$ cat src/rtl/sbs_pkg.sv
package sbs_pkg;
    localparam int LINE_AW = 4;
    localparam int BLK_AW  = 3;
    localparam int PAT_AW  = 8;
    localparam int RPT_W   = 16;
    localparam int EVT_W   = 8;
    localparam int COND_AW = 2;
    localparam int SIG_N   = 4;
    localparam int SIG_AW  = $clog2(SIG_N);
    localparam int WADDR_W = COND_AW + EVT_W - 3;
    localparam int LINE_W  = 2 + 1 + 1 + 1 + COND_AW + 2 + COND_AW + 1 + RPT_W + 2 * LINE_AW;

    typedef enum logic [1:0] {K_BLOCK = 2'd0, K_CALL = 2'd1, K_END = 2'd2, K_RSVD = 2'd3} kind_e;
    typedef enum logic [1:0] {J_NONE = 2'd0, J_ALWAYS = 2'd1, J_IF = 2'd2, J_RSVD = 2'd3} jmode_e;
    typedef enum logic [1:0] {S_IDLE = 2'd0, S_FETCH = 2'd1, S_WAIT = 2'd2, S_PLAY = 2'd3} state_e;

    localparam logic [1:0] WR_LINE = 2'd0;
    localparam logic [1:0] WR_BLK  = 2'd1;
    localparam logic [1:0] WR_COND = 2'd2;

    typedef struct packed {
        logic [LINE_AW-1:0] jtgt;
        logic [LINE_AW-1:0] callee;
        logic [RPT_W-1:0]   rpt;
        logic               inf;
        logic [COND_AW-1:0] jsel;
        jmode_e             jmode;
        logic [COND_AW-1:0] wsel;
        logic               wen;
        logic               lvl;
        logic               ret;
        kind_e              kind;
    } line_t;

    typedef struct packed {
        logic [PAT_AW-1:0] len_m1;
        logic [PAT_AW-1:0] base;
    } blk_t;
endpackage

$ cat src/rtl/sbs_line_store.sv
module sbs_line_store
    import sbs_pkg::*;
#(
    parameter int NUM_LINES = 1 << LINE_AW,
    parameter int NUM_BLKS  = 1 << BLK_AW
) (
    input  logic               clk,
    input  logic               rst_n,
    input  logic               wr_en,
    input  logic [1:0]         wr_kind,
    input  logic [LINE_AW-1:0] wr_addr,
    input  logic [LINE_W-1:0]  wr_data,
    input  logic [LINE_AW-1:0] rd_line_idx,
    output line_t              rd_line,
    input  logic [BLK_AW-1:0]  rd_blk_idx,
    output blk_t               rd_blk
);
    line_t lines [NUM_LINES];
    blk_t  blks  [NUM_BLKS];

    for (genvar gi = 0; gi < NUM_LINES; gi++) begin : g_line
        always_ff @(posedge clk or negedge rst_n) begin
            if (!rst_n) begin
                lines[gi] <= '0;
            end else if (wr_en && wr_kind == WR_LINE && wr_addr == LINE_AW'(gi)) begin
                lines[gi] <= line_t'(wr_data);
            end
        end
    end

    for (genvar gb = 0; gb < NUM_BLKS; gb++) begin : g_blk
        always_ff @(posedge clk or negedge rst_n) begin
            if (!rst_n) begin
                blks[gb] <= '0;
            end else if (wr_en && wr_kind == WR_BLK && wr_addr[BLK_AW-1:0] == BLK_AW'(gb)) begin
                blks[gb] <= blk_t'(wr_data[2*PAT_AW-1:0]);
            end
        end
    end

    assign rd_line = lines[rd_line_idx];
    assign rd_blk  = blks[rd_blk_idx];
endmodule

$ cat src/rtl/sbs_cond_eval.sv
module sbs_cond_eval
    import sbs_pkg::*;
#(
    parameter int NUM_COND = 1 << COND_AW,
    parameter int NQ       = 2
) (
    input  logic                         clk,
    input  logic                         rst_n,
    input  logic                         wr_en,
    input  logic [1:0]                   wr_kind,
    input  logic [WADDR_W-1:0]           wr_addr,
    input  logic [7:0]                   wr_data,
    input  logic [EVT_W-1:0]             evt,
    input  logic                         force_hit,
    input  logic [NQ-1:0][COND_AW-1:0]   q_sel,
    output logic [NQ-1:0]                q_hit
);
    localparam int TT_BITS = 1 << EVT_W;
    localparam int BYTE_AW = EVT_W - 3;

    logic [TT_BITS-1:0] tables [NUM_COND];

    for (genvar gc = 0; gc < NUM_COND; gc++) begin : g_tab
        always_ff @(posedge clk or negedge rst_n) begin
            if (!rst_n) begin
                tables[gc] <= '0;
            end else if (wr_en && wr_kind == WR_COND &&
                         wr_addr[WADDR_W-1:BYTE_AW] == COND_AW'(gc)) begin
                tables[gc][wr_addr[BYTE_AW-1:0]*8 +: 8] <= wr_data;
            end
        end
    end

    for (genvar gq = 0; gq < NQ; gq++) begin : g_q
        assign q_hit[gq] = tables[q_sel[gq]][evt] | force_hit;
    end
endmodule

$ cat src/rtl/sbs_ctrl.sv
module sbs_ctrl
    import sbs_pkg::*;
(
    input  logic               clk,
    input  logic               rst_n,
    input  logic               start,
    input  logic               stop,
    input  line_t              line,
    input  blk_t               blk,
    input  logic               wait_hit,
    input  logic               jump_hit,
    output logic [LINE_AW-1:0] line_idx,
    output logic [BLK_AW-1:0]  blk_idx,
    output logic [COND_AW-1:0] wait_sel,
    output logic [COND_AW-1:0] jump_sel,
    output logic [PAT_AW-1:0]  pat_addr,
    output logic               pat_valid,
    output logic               lvl,
    output logic               running,
    output logic               nest_err
);
    state_e             state, nxt;
    logic [LINE_AW-1:0] pc, ret_pc, cur_jtgt;
    logic               in_sub, cur_ret, cur_inf;
    logic [RPT_W-1:0]   cur_rpt, rcnt;
    jmode_e             cur_jmode;
    logic [PAT_AW-1:0]  base, len_m1, vcnt, paddr;
    logic               last_vec, last_rep, take_jump;

    assign last_vec  = (vcnt == '0);
    assign last_rep  = !cur_inf && (rcnt == cur_rpt);
    assign take_jump = (cur_jmode == J_ALWAYS) || (cur_jmode == J_IF && jump_hit);

    always_comb begin
        nxt = state;
        unique case (state)
            S_IDLE:  if (start) nxt = S_FETCH;
            S_FETCH: begin
                unique case (line.kind)
                    K_BLOCK: nxt = line.wen ? S_WAIT : S_PLAY;
                    K_CALL:  nxt = in_sub ? S_IDLE : S_FETCH;
                    K_END:   nxt = S_IDLE;
                    K_RSVD:  nxt = S_IDLE;
                endcase
            end
            S_WAIT:  if (wait_hit) nxt = S_PLAY;
            S_PLAY:  if (last_vec && last_rep) nxt = S_FETCH;
        endcase
        if (stop) nxt = S_IDLE;
    end

    always_ff @(posedge clk or negedge rst_n) begin
        if (!rst_n) state <= S_IDLE;
        else        state <= nxt;
    end

    always_ff @(posedge clk or negedge rst_n) begin
        if (!rst_n) begin
            pc <= '0; ret_pc <= '0; in_sub <= 1'b0; nest_err <= 1'b0; lvl <= 1'b0;
            cur_jtgt <= '0; cur_ret <= 1'b0; cur_inf <= 1'b0; cur_rpt <= '0; cur_jmode <= J_NONE;
            wait_sel <= '0; jump_sel <= '0;
            base <= '0; len_m1 <= '0; vcnt <= '0; paddr <= '0; rcnt <= '0;
        end else begin
            unique case (state)
                S_IDLE: begin
                    if (start) begin
                        pc <= '0; in_sub <= 1'b0; nest_err <= 1'b0; lvl <= 1'b0;
                    end
                end
                S_FETCH: begin
                    if (line.kind == K_CALL) begin
                        if (in_sub) begin
                            nest_err <= 1'b1;
                        end else begin
                            ret_pc <= LINE_AW'(pc + 1'b1);
                            in_sub <= 1'b1;
                            pc     <= line.callee;
                        end
                    end else if (line.kind == K_BLOCK) begin
                        cur_jtgt <= line.jtgt; cur_ret <= line.ret; cur_inf <= line.inf;
                        cur_rpt <= line.rpt; cur_jmode <= line.jmode;
                        wait_sel <= line.wsel; jump_sel <= line.jsel;
                        lvl <= line.lvl;
                        base <= blk.base; len_m1 <= blk.len_m1;
                        paddr <= blk.base; vcnt <= blk.len_m1; rcnt <= '0;
                    end
                end
                S_WAIT: ;
                S_PLAY: begin
                    if (!last_vec) begin
                        paddr <= paddr + PAT_AW'(1);
                        vcnt  <= vcnt - PAT_AW'(1);
                    end else if (!last_rep) begin
                        paddr <= base;
                        vcnt  <= len_m1;
                        rcnt  <= rcnt + RPT_W'(1);
                    end else if (take_jump) begin
                        pc <= cur_jtgt;
                    end else if (cur_ret) begin
                        pc     <= ret_pc;
                        in_sub <= 1'b0;
                    end else begin
                        pc <= LINE_AW'(pc + 1'b1);
                    end
                end
            endcase
        end
    end

    assign line_idx  = pc;
    assign blk_idx   = line.callee[BLK_AW-1:0];
    assign pat_addr  = paddr;
    assign pat_valid = (state == S_PLAY);
    assign running   = (state != S_IDLE);

    p_addr_step_r2: assert property (@(posedge clk) disable iff (!rst_n)
        (pat_valid && !last_vec && !stop) |=> (pat_valid && pat_addr == $past(pat_addr) + PAT_AW'(1)));
    p_rpt_bound_r3: assert property (@(posedge clk) disable iff (!rst_n)
        (state == S_PLAY && !cur_inf) |-> (rcnt <= cur_rpt));
    p_gate_hold_r6: assert property (@(posedge clk) disable iff (!rst_n)
        (state == S_WAIT && !wait_hit && !stop) |=> (state == S_WAIT));
    p_nest_halt_r12: assert property (@(posedge clk) disable iff (!rst_n)
        $rose(nest_err) |-> !running);
    p_stop_halt_r13: assert property (@(posedge clk) disable iff (!rst_n)
        stop |=> (!running && !pat_valid));
endmodule

$ cat src/rtl/sbs_sequencer.sv
module sbs_sequencer
    import sbs_pkg::*;
#(
    parameter int NUM_LINES = 1 << LINE_AW,
    parameter int NUM_BLKS  = 1 << BLK_AW,
    parameter int NUM_COND  = 1 << COND_AW
) (
    input  logic               clk,
    input  logic               rst_n,
    input  logic               wr_en,
    input  logic [1:0]         wr_kind,
    input  logic [WADDR_W-1:0] wr_addr,
    input  logic [LINE_W-1:0]  wr_data,
    input  logic               start,
    input  logic               stop,
    input  logic               step_mode,
    input  logic               step_go,
    input  logic [EVT_W-1:0]   evt,
    input  logic [SIG_AW-1:0]  sig_sel,
    output logic [PAT_AW-1:0]  pat_addr,
    output logic               pat_valid,
    output logic [SIG_N-1:0]   im_sig,
    output logic               running,
    output logic               nest_err
);
    line_t              cur_line;
    blk_t               cur_blk;
    logic [LINE_AW-1:0] line_idx;
    logic [BLK_AW-1:0]  blk_idx;
    logic [COND_AW-1:0] wait_sel, jump_sel;
    logic [1:0]         hits;
    logic               lvl;

    sbs_line_store #(.NUM_LINES(NUM_LINES), .NUM_BLKS(NUM_BLKS)) u_store (
        .clk(clk), .rst_n(rst_n), .wr_en(wr_en), .wr_kind(wr_kind),
        .wr_addr(wr_addr[LINE_AW-1:0]), .wr_data(wr_data),
        .rd_line_idx(line_idx), .rd_line(cur_line),
        .rd_blk_idx(blk_idx), .rd_blk(cur_blk)
    );

    sbs_cond_eval #(.NUM_COND(NUM_COND), .NQ(2)) u_cond (
        .clk(clk), .rst_n(rst_n), .wr_en(wr_en), .wr_kind(wr_kind),
        .wr_addr(wr_addr), .wr_data(wr_data[7:0]), .evt(evt),
        .force_hit(step_mode & step_go),
        .q_sel({jump_sel, wait_sel}), .q_hit(hits)
    );

    sbs_ctrl u_ctrl (
        .clk(clk), .rst_n(rst_n), .start(start), .stop(stop),
        .line(cur_line), .blk(cur_blk),
        .wait_hit(hits[0]), .jump_hit(hits[1]),
        .line_idx(line_idx), .blk_idx(blk_idx),
        .wait_sel(wait_sel), .jump_sel(jump_sel),
        .pat_addr(pat_addr), .pat_valid(pat_valid), .lvl(lvl),
        .running(running), .nest_err(nest_err)
    );

    always_comb begin
        im_sig = '0;
        im_sig[sig_sel] = lvl & running;
    end

    p_sig_onehot_r9: assert property (@(posedge clk) disable iff (!rst_n)
        $onehot0(im_sig));
    p_sig_idle_r9: assert property (@(posedge clk) disable iff (!rst_n)
        !running |-> (im_sig == '0));
endmodule

$ cat config.mk
export PLATFORM = sky130hd
export DESIGN_NAME = sbs_sequencer
export DESIGN_NICKNAME = d
export VERILOG_FILES = /design/src/rtl/sbs_pkg.sv /design/src/rtl/sbs_line_store.sv /design/src/rtl/sbs_cond_eval.sv /design/src/rtl/sbs_ctrl.sv /design/src/rtl/sbs_sequencer.sv
export SDC_FILE = /design/constraint.sdc
export NUM_CORES = 2
export LEC_CHECK = 0
export BUFFER_PORTS_ARGS = -buffer_cell sky130_fd_sc_hd__buf_2
export CORE_UTILIZATION = 40
export DETAILED_ROUTE_END_ITERATION = 6
export SLEW_MARGIN = 0
export SYNTH_ARGS = -nofsm -noshare
export SYNTH_HDL_FRONTEND = slang
export SYNTH_HIERARCHICAL = 1
export SYNTH_SLANG_ARGS = --single-unit
$ cat constraint.sdc
create_clock -name clk -period 9 [get_ports clk]
set_clock_uncertainty 0.2 [all_clocks]
set_input_delay 1.35 -clock clk [delete_from_list [all_inputs] [get_ports clk]]
set_output_delay 1.35 -clock clk [all_outputs]
set_load 0.005 [all_outputs]
; ---- Yosys cells after proc, flatten, opt, wreduce, memory -nomap -nowiden
; Index checks and enable logic that the tools add are counted.
[word_totals]
in_bits = 62
output_inout_bits = 15
ff_bits = 1817
wordCells = 414
[classes]
addsub = 5
n_lt_le_gt_ge = 7
n_bitwise = 11
mux = 66
n_reduce_logical = 58
n_shift = 2
eq_ne = 51
[op_table]
columns = op, count
row1 = binary-select mux 256 bit (select 2 bit), 2
row2 = bitwise mux 256 bit, 4
row3 = two-way mux 256 bit, 4
row4 = "variable shift 8 x 34 -> 256 bit, first input constant", 1
row5 = indexed part select 8 x 34 -> 256 bit, 1
row6 = binary-select mux 36 bit (select 4 bit), 1
row7 = two-way mux 16 bit, 6
row8 = two-way mux 36 bit, 2
row9 = two-way mux 8 bit, 8
row10 = binary-select mux 16 bit (select 3 bit), 1
row11 = logical AND 1 bit, 35
row12 = negator 8 -> 34 bit, 1
row13 = "equality test 4 bit, second input constant", 8
row14 = one-hot mux 16 bit (2 select lines), 1
row15 = one-hot mux 8 bit (2 select lines), 2
row16 = two-way mux 4 bit, 7
row17 = "adder 16 x 1 -> 16 bit, second input constant", 1
row18 = binary-select mux 1 bit (select 8 bit), 2
row19 = equality test 16 bit, 1
row20 = "equality test 2 bit, second input constant", 8
row21 = "equality test 4 x 3 -> 1 bit, second input constant", 4
row22 = two-way mux 1 bit, 15
row23 = "equality test 3 bit, second input constant", 4
row24 = "inequality test 2 x 1 -> 1 bit, second input constant", 6
row25 = 45 further kinds, 75

; ---- Depth between registers and ports, before layout
[logic_depth]
word_depth = 13
ltp_mapped = 19

; ---- Hierarchy
; Netlist, hierarchy kept.
[by_module_without_submodules]
columns = mod, seq_area_each_um2, area_each_um2, cells_each, instances
row1 = sbs_cond_eval, 25624.6, 54863.9, 4449, 1
row2 = sbs_line_store, 17616.9, 31512.7, 1926, 1
row3 = sbs_ctrl, 2227.1, 4927.2, 579, 1
row4 = sbs_sequencer, 0.0, 51.3, 5, 1

; ---- Worst setup path before layout
; OpenSTA, ideal clock, no wires.
[synth_timing]
kind = in2reg
start = in evt[0]
end = reg u_ctrl.in_sub
n_path_buf = 3
required_ns = 8.672
stages = 17
path_slack_ns = 4.275
t_arrival_ns = 4.397
cell_sequence = buf_2 inv_1 buf_2 clkbuf_1 mux2_2 o21ai_0 a21oi_1 a21oi_1 nand4_1 a211oi_2 nand4_1 nor2b_1 mux2i_1 and3_1 nand3_1 a21oi_1 mux2_1
[synth_via]
elab_chain_len = 7
[synth_lines]
columns = item, line
row1 = start: declaration, sbs_sequencer.sv:18  ; input logic [EVT_W-1:0] evt,
row2 = binary-select mux 1 bit (select 8 bit), sbs_cond_eval.sv:35  ; assign q_hit[gq] = tables[q_sel[gq]][evt] | force_hit;
row3 = two-way mux 1 bit (implied by the code), sbs_cond_eval.sv:35
row4 = bitwise OR 1 bit, sbs_cond_eval.sv:35
row5 = via hits[1], sbs_sequencer.sv:31  ; logic [1:0] hits;
row6 = logical AND 1 bit, sbs_ctrl.sv:32  ; assign take_jump = (cur_jmode == J_ALWAYS) || (cur_jmode == J_IF && jump_hit);
row7 = logical OR 1 bit, sbs_ctrl.sv:32
row8 = inequality test 2 bit (no source line), -
row9 = AND reduction 7 bit (no source line), -
row10 = end signal: assignment, sbs_ctrl.sv:59  ; pc <= '0; ret_pc <= '0; in_sub <= 1'b0; nest_err <= 1'b0; lvl <= 1'b0;
row11 = end signal: assignment, sbs_ctrl.sv:67  ; pc <= '0; in_sub <= 1'b0; nest_err <= 1'b0; lvl <= 1'b0;
row12 = end signal: assignment, sbs_ctrl.sv:76  ; in_sub <= 1'b1;
row13 = end: declaration, sbs_ctrl.sv:24  ; logic in_sub, cur_ret, cur_inf;
; The timed path passes the listed nets, and every way through them passes these cells. The select of a mux whose other input is x is not followed.
; A chain may end at the register's enable or synchronous reset.

; ---- Worst setup path after layout
[layout_timing]
start = reg u_ctrl.jump_sel[0]
end = reg u_ctrl.in_sub
[layout_via]
elab_chain_len = 11
[layout_lines]
columns = item, line
row1 = start: declaration, sbs_ctrl.sv:15  ; output logic [COND_AW-1:0] jump_sel,
row2 = start signal: assignment, sbs_ctrl.sv:82  ; wait_sel <= line.wsel; jump_sel <= line.jsel;
row3 = inverter 2 -> 3 bit (implied by the code), sbs_cond_eval.sv:35
row4 = binary-select mux 256 bit (select 2 bit), sbs_cond_eval.sv:35
row5 = two-way mux 256 bit (implied by the code) (2 in a row), sbs_cond_eval.sv:35
row6 = binary-select mux 1 bit (select 8 bit), sbs_cond_eval.sv:35
row7 = two-way mux 1 bit (implied by the code), sbs_cond_eval.sv:35
row8 = bitwise OR 1 bit, sbs_cond_eval.sv:35
row9 = via hits[1], sbs_sequencer.sv:31
row10 = logical AND 1 bit, sbs_ctrl.sv:32
row11 = logical OR 1 bit, sbs_ctrl.sv:32
row12 = inequality test 2 bit (no source line), -
row13 = AND reduction 7 bit (no source line), -
; The timed path passes the listed nets, and every way through them passes these cells. The select of a mux whose other input is x is not followed.

==> metrics.md <==
| Metric | Value |
|---|---|
| NumNets Final | 6910 |
| Synth top area cells | dfrtp_1 (50%), mux4_2 (16%), mux2_2 (12%) |
| CTS Buf Count | slightly below 200 |
| Status | finished, final reports clean |
| Worst setup path startpoint | u_ctrl/jump_sel[0] |
| Power per cell area | roughly 230 nW/um2 |
| Min Tclk post-route | about 6.2 ns |
| TritonCTS clock tree | yes |
| Arrival time of the worst setup path | 6.78 ns |
| Slew @ Worst Pin | approximately 1.3 ns |
| Switch Pwr | slightly above 7000 uW |
| Cell internal pwr | approximately 16000 uW |
| Fill count | 20300 |
| Placed inst area | about 94000 um2 |
| Antenna violations before repair | 22 |
| FF-to-FF path depth | 13 |
| PortBufs | 76 |
| Static leakage power | roughly 0.043 uW |
| GPL Wtd Cong | just under 0.9 |
| Seq cells post-synth | roughly 1800 |
| Worst skew pair latency | just under 0.9 ns |
| Clock share of power | 36.2% |
| FFs w/ async S/R, synth | between 90% and 100% |
| Critical path, cell by cell | buf_12 > mux4_2 > mux4_2 > a22o_1 > a211oi_1 > or3_1 > nand4_1 > nor2b_1 > mux2i_1 > and3_1 > nand3_1 > a21oi_1 > mux2_1 |
| Slew HR | ~16% |
| Postcts setup bufs | 0 |
| Hold crit path type | reg -> reg |
| Unrepaired setup endpoints after global routing | no |
| CP endpoint kind | flip-flop |
| Core Area | between 200000 and 250000 um2 |
| DRT Pass-1 Iters | 6 |
| Final setup viols | 0 |
| First-pass GRT wire length | between 400000 and 500000 um |
| Critical path endpoint | u_ctrl/in_sub |
| Final Hold Fails | 0 |
| Share of cells above drive strength 1 | 32.5% |
| Max cap viols | 0 |
| Seq pwr share | 40.1% |
| Max Buffers Root-to-Sink | 3 |
| Comb pwr share | a little under a quarter |
| Most used cell, CP | mux4_2 |
| Synth warn | 6 |
| Synth top cells by count | dfrtp_1 (1817), nand2_1 (1041), mux2_2 (976) |
| CP Data Required Time | approximately 9.6 ns |
| EDFF count, synth | 0 |
| H-tree level count | 4 |
| Overall Global Routing Usage | a little under a quarter |
| Reg clk slew, reported paths | around 0.06 ns |
| Drc violations | 0 |
| Routed vias | between 60000 and 70000 |
| Cells after synthesis | a little under 7000 |
| Total routed wirelength | around 270000 um |
| Critical path class | reg -> reg |
| Sink Count | about 1800 |
| Rows | between 150 and 200 |
| Largest net degree at the start of global routing | 166 |
| Worst path max stage delay | 0.75 ns |
| Routed len/inst | 26.5 um |
| Sw Ratio | a little under a third |
| Worst reg2reg startpoint | u_ctrl/jump_sel[0] |
| Final instance area | roughly 100000 um2 |
| Total gr overflow | 0 |
| Max Freq | about 160 MHz |
| Critical path startpoint category | flip-flop |
| Critical Path Slowest Stage Cell | dfrtp_4 |
| Post-synth top area cell | dfrtp_1 |
| Period utilisation layout | around 70% |
| DIE AREA | around 230000 um2 |
| Die height | 480 um |
| DIE WIDTH | 480 um |
| Syn_area_per_cell | about 13 um2 |
| Post-cts gate resize count | 0 |
| Reg2reg end | u_ctrl/in_sub |
| DP HPWL | ~160000 um |
| Most common cell in the netlist | dfrtp_1 |
| Syn nets | 7032 |
| Max-slew violation count | 0 |
| Distinct cell type count after synthesis | 86 |
| Post-synth top area share | 49.8% |
| Top FF cell, synth | dfrtp_1 |
| Hold Path Depth | 2 |
| Critical hold path startpoint | u_ctrl/len_m1[5] |
| Iter 0 DRT Violations | 5038 |
| Area grow syn2layout | 10.6% |
| Register area share after synthesis | about half |
| Post-Syn Area | a little over 90000 um2 |
| Crit-path max FO | between 90 and 100 |
| Post-CTS Hold Buffers | 0 |
| Vias in the first global route | ~62000 |
| ANT nets after route | 0 |
| CTS root buffer | clkbuf_16 |
| Worst vdd ir | approximately 0.22 mV |
| Reg2Reg Setup Slack | between 2 and 3 ns |
| Setup_tns | 0 ns |
| DR vias/cell | roughly 6.0 |
| # IOs | 77 |
| Starting density of the core | 40.2% |
-- critical path, delay by kind of cell (launching register included) --
| kind | cells | cell delay (ns) |
|---|---|---|
| and+or+nand+nor | 5 | 1.40 |
| AOI/OAI and AO/OA | 3 | 0.92 |
| muxes | 4 | 1.96 |
| buffers and inverters | 1 | 0.62 |
| DFF | 1 | 0.75 |
-- cells in the final DEF, fill, tap and decap left out, types with 31 or more instances in the layout --
cell and n:
dfrtp_1 1811, nand2_1 1038, mux2_2 976, mux4_2 661, o21ai_0 634, clkbuf_16 202, mux2_1 168, mux2i_1 158
nor2_1 139, buf_4 117, a22oi_1 117, a21oi_1 103, buf_2 73, clkbuf_1 55, nor3_1 49, clkbuf_8 47
o221ai_1 47, nand3_1 46, o22ai_1 32, clkinv_2 31
-- logic make-up (layout without fill, tap and decap cells) --
logic type      after synthesis  in the layout  share of synthesized area [%]
mux                        1983           1983                           32.6
other cells                   0              7                              0
buf+inv                     549            592                           2.97
compound gates             1091           1091                           7.03
simple gates               1479           1479                           7.22
xor+xnor                     29             29                          0.278
fa+ha+maj                    11             11                          0.151
flops                      1817           1817                           49.8
-- power groups by stage --
stage / sequential [uW] / combinational [uW] / clock (uW)
5_1_grt: 9410 / 5870 / 8950
4_1_cts: 9320 / 5560 / 8610
3_3_place_gp: 9430 / 5480 / 0
2_1_floorplan: 9150 / 4280 / 0
3_5_place_dp: 9470 / 5550 / 0
6_report: 9330 / 5500 / 8420
-- sequential cells by signal, indices dropped and copies added (netlist names) --
name              cells
u_ctrl/in_sub         1
u_ctrl/base           8
u_ctrl/cur_rpt       16
u_ctrl/state          2
u_ctrl/len_m1         8
u_cond/tables      1024
u_store/lines       576
u_ctrl/pat_addr       8
u_ctrl/vcnt           8
u_ctrl/line_idx       4
u_ctrl/jump_sel       2
u_ctrl/cur_ret        1
u_ctrl/cur_inf        1
u_ctrl/rcnt          16
u_store/blks        128
u_ctrl/cur_jtgt       4
u_ctrl/nest_err       1
u_ctrl/lvl            1
u_ctrl/cur_jmode      2
u_ctrl/wait_sel       2
u_ctrl/ret_pc         4
-- how the worst min path moves through the flow --
stage                            end  slack, ns
global route          u_ctrl/base[2]       0.30
finish              u_ctrl/len_m1[5]       0.28
CTS                 u_ctrl/len_m1[6]       0.28
floorplan           u_ctrl/len_m1[6]       0.24
global placement    u_ctrl/len_m1[3]       0.26
detailed placement  u_ctrl/len_m1[6]       0.26
-- stage by stage --
step / total power [uW] / worst slack [ns] / util [%] / hold slack [ns] / cells
floorplan: 13400 / 4.28 / - / 0.240 / 6959
global placement: 14900 / 2.34 / 41.5 / 0.258 / 9645
detailed placement: 15000 / 2.34 / 41.5 / 0.265 / 9645
global route: 24200 / 2.50 / 44.5 / 0.300 / 10000
finish: 23200 / 2.77 / 44.5 / 0.283 / 10000
CTS: 23500 / 2.78 / 44.5 / 0.283 / 10000
-- layout make-up --
class / instances / area, um2 / area share [%]
clock buffers: 304 / 5910 / 5.85
inverters: 20 / 82.6 / 0.0817
repair buffers: 206 / 1560 / 1.55
well taps: 3009 / 3760 / 3.73
diodes: 7 / 17.5 / 0.0173
multi-input cells: 4593 / 43300 / 42.9
clock inverters: 62 / 892 / 0.883
flip-flops and latches: 1817 / 45500 / 45.0
-- routing by layer --
| metal | track usage (%) | wire [um] |
|---|---|---|
| met5 | 0 | 158 |
| met4 | 7.75 | 8870 |
| met3 | 4.27 | 17400 |
| met2 | 37.8 | 129000 |
| met1 | 31.3 | 111000 |
Power figures use the tool's default switching activity.
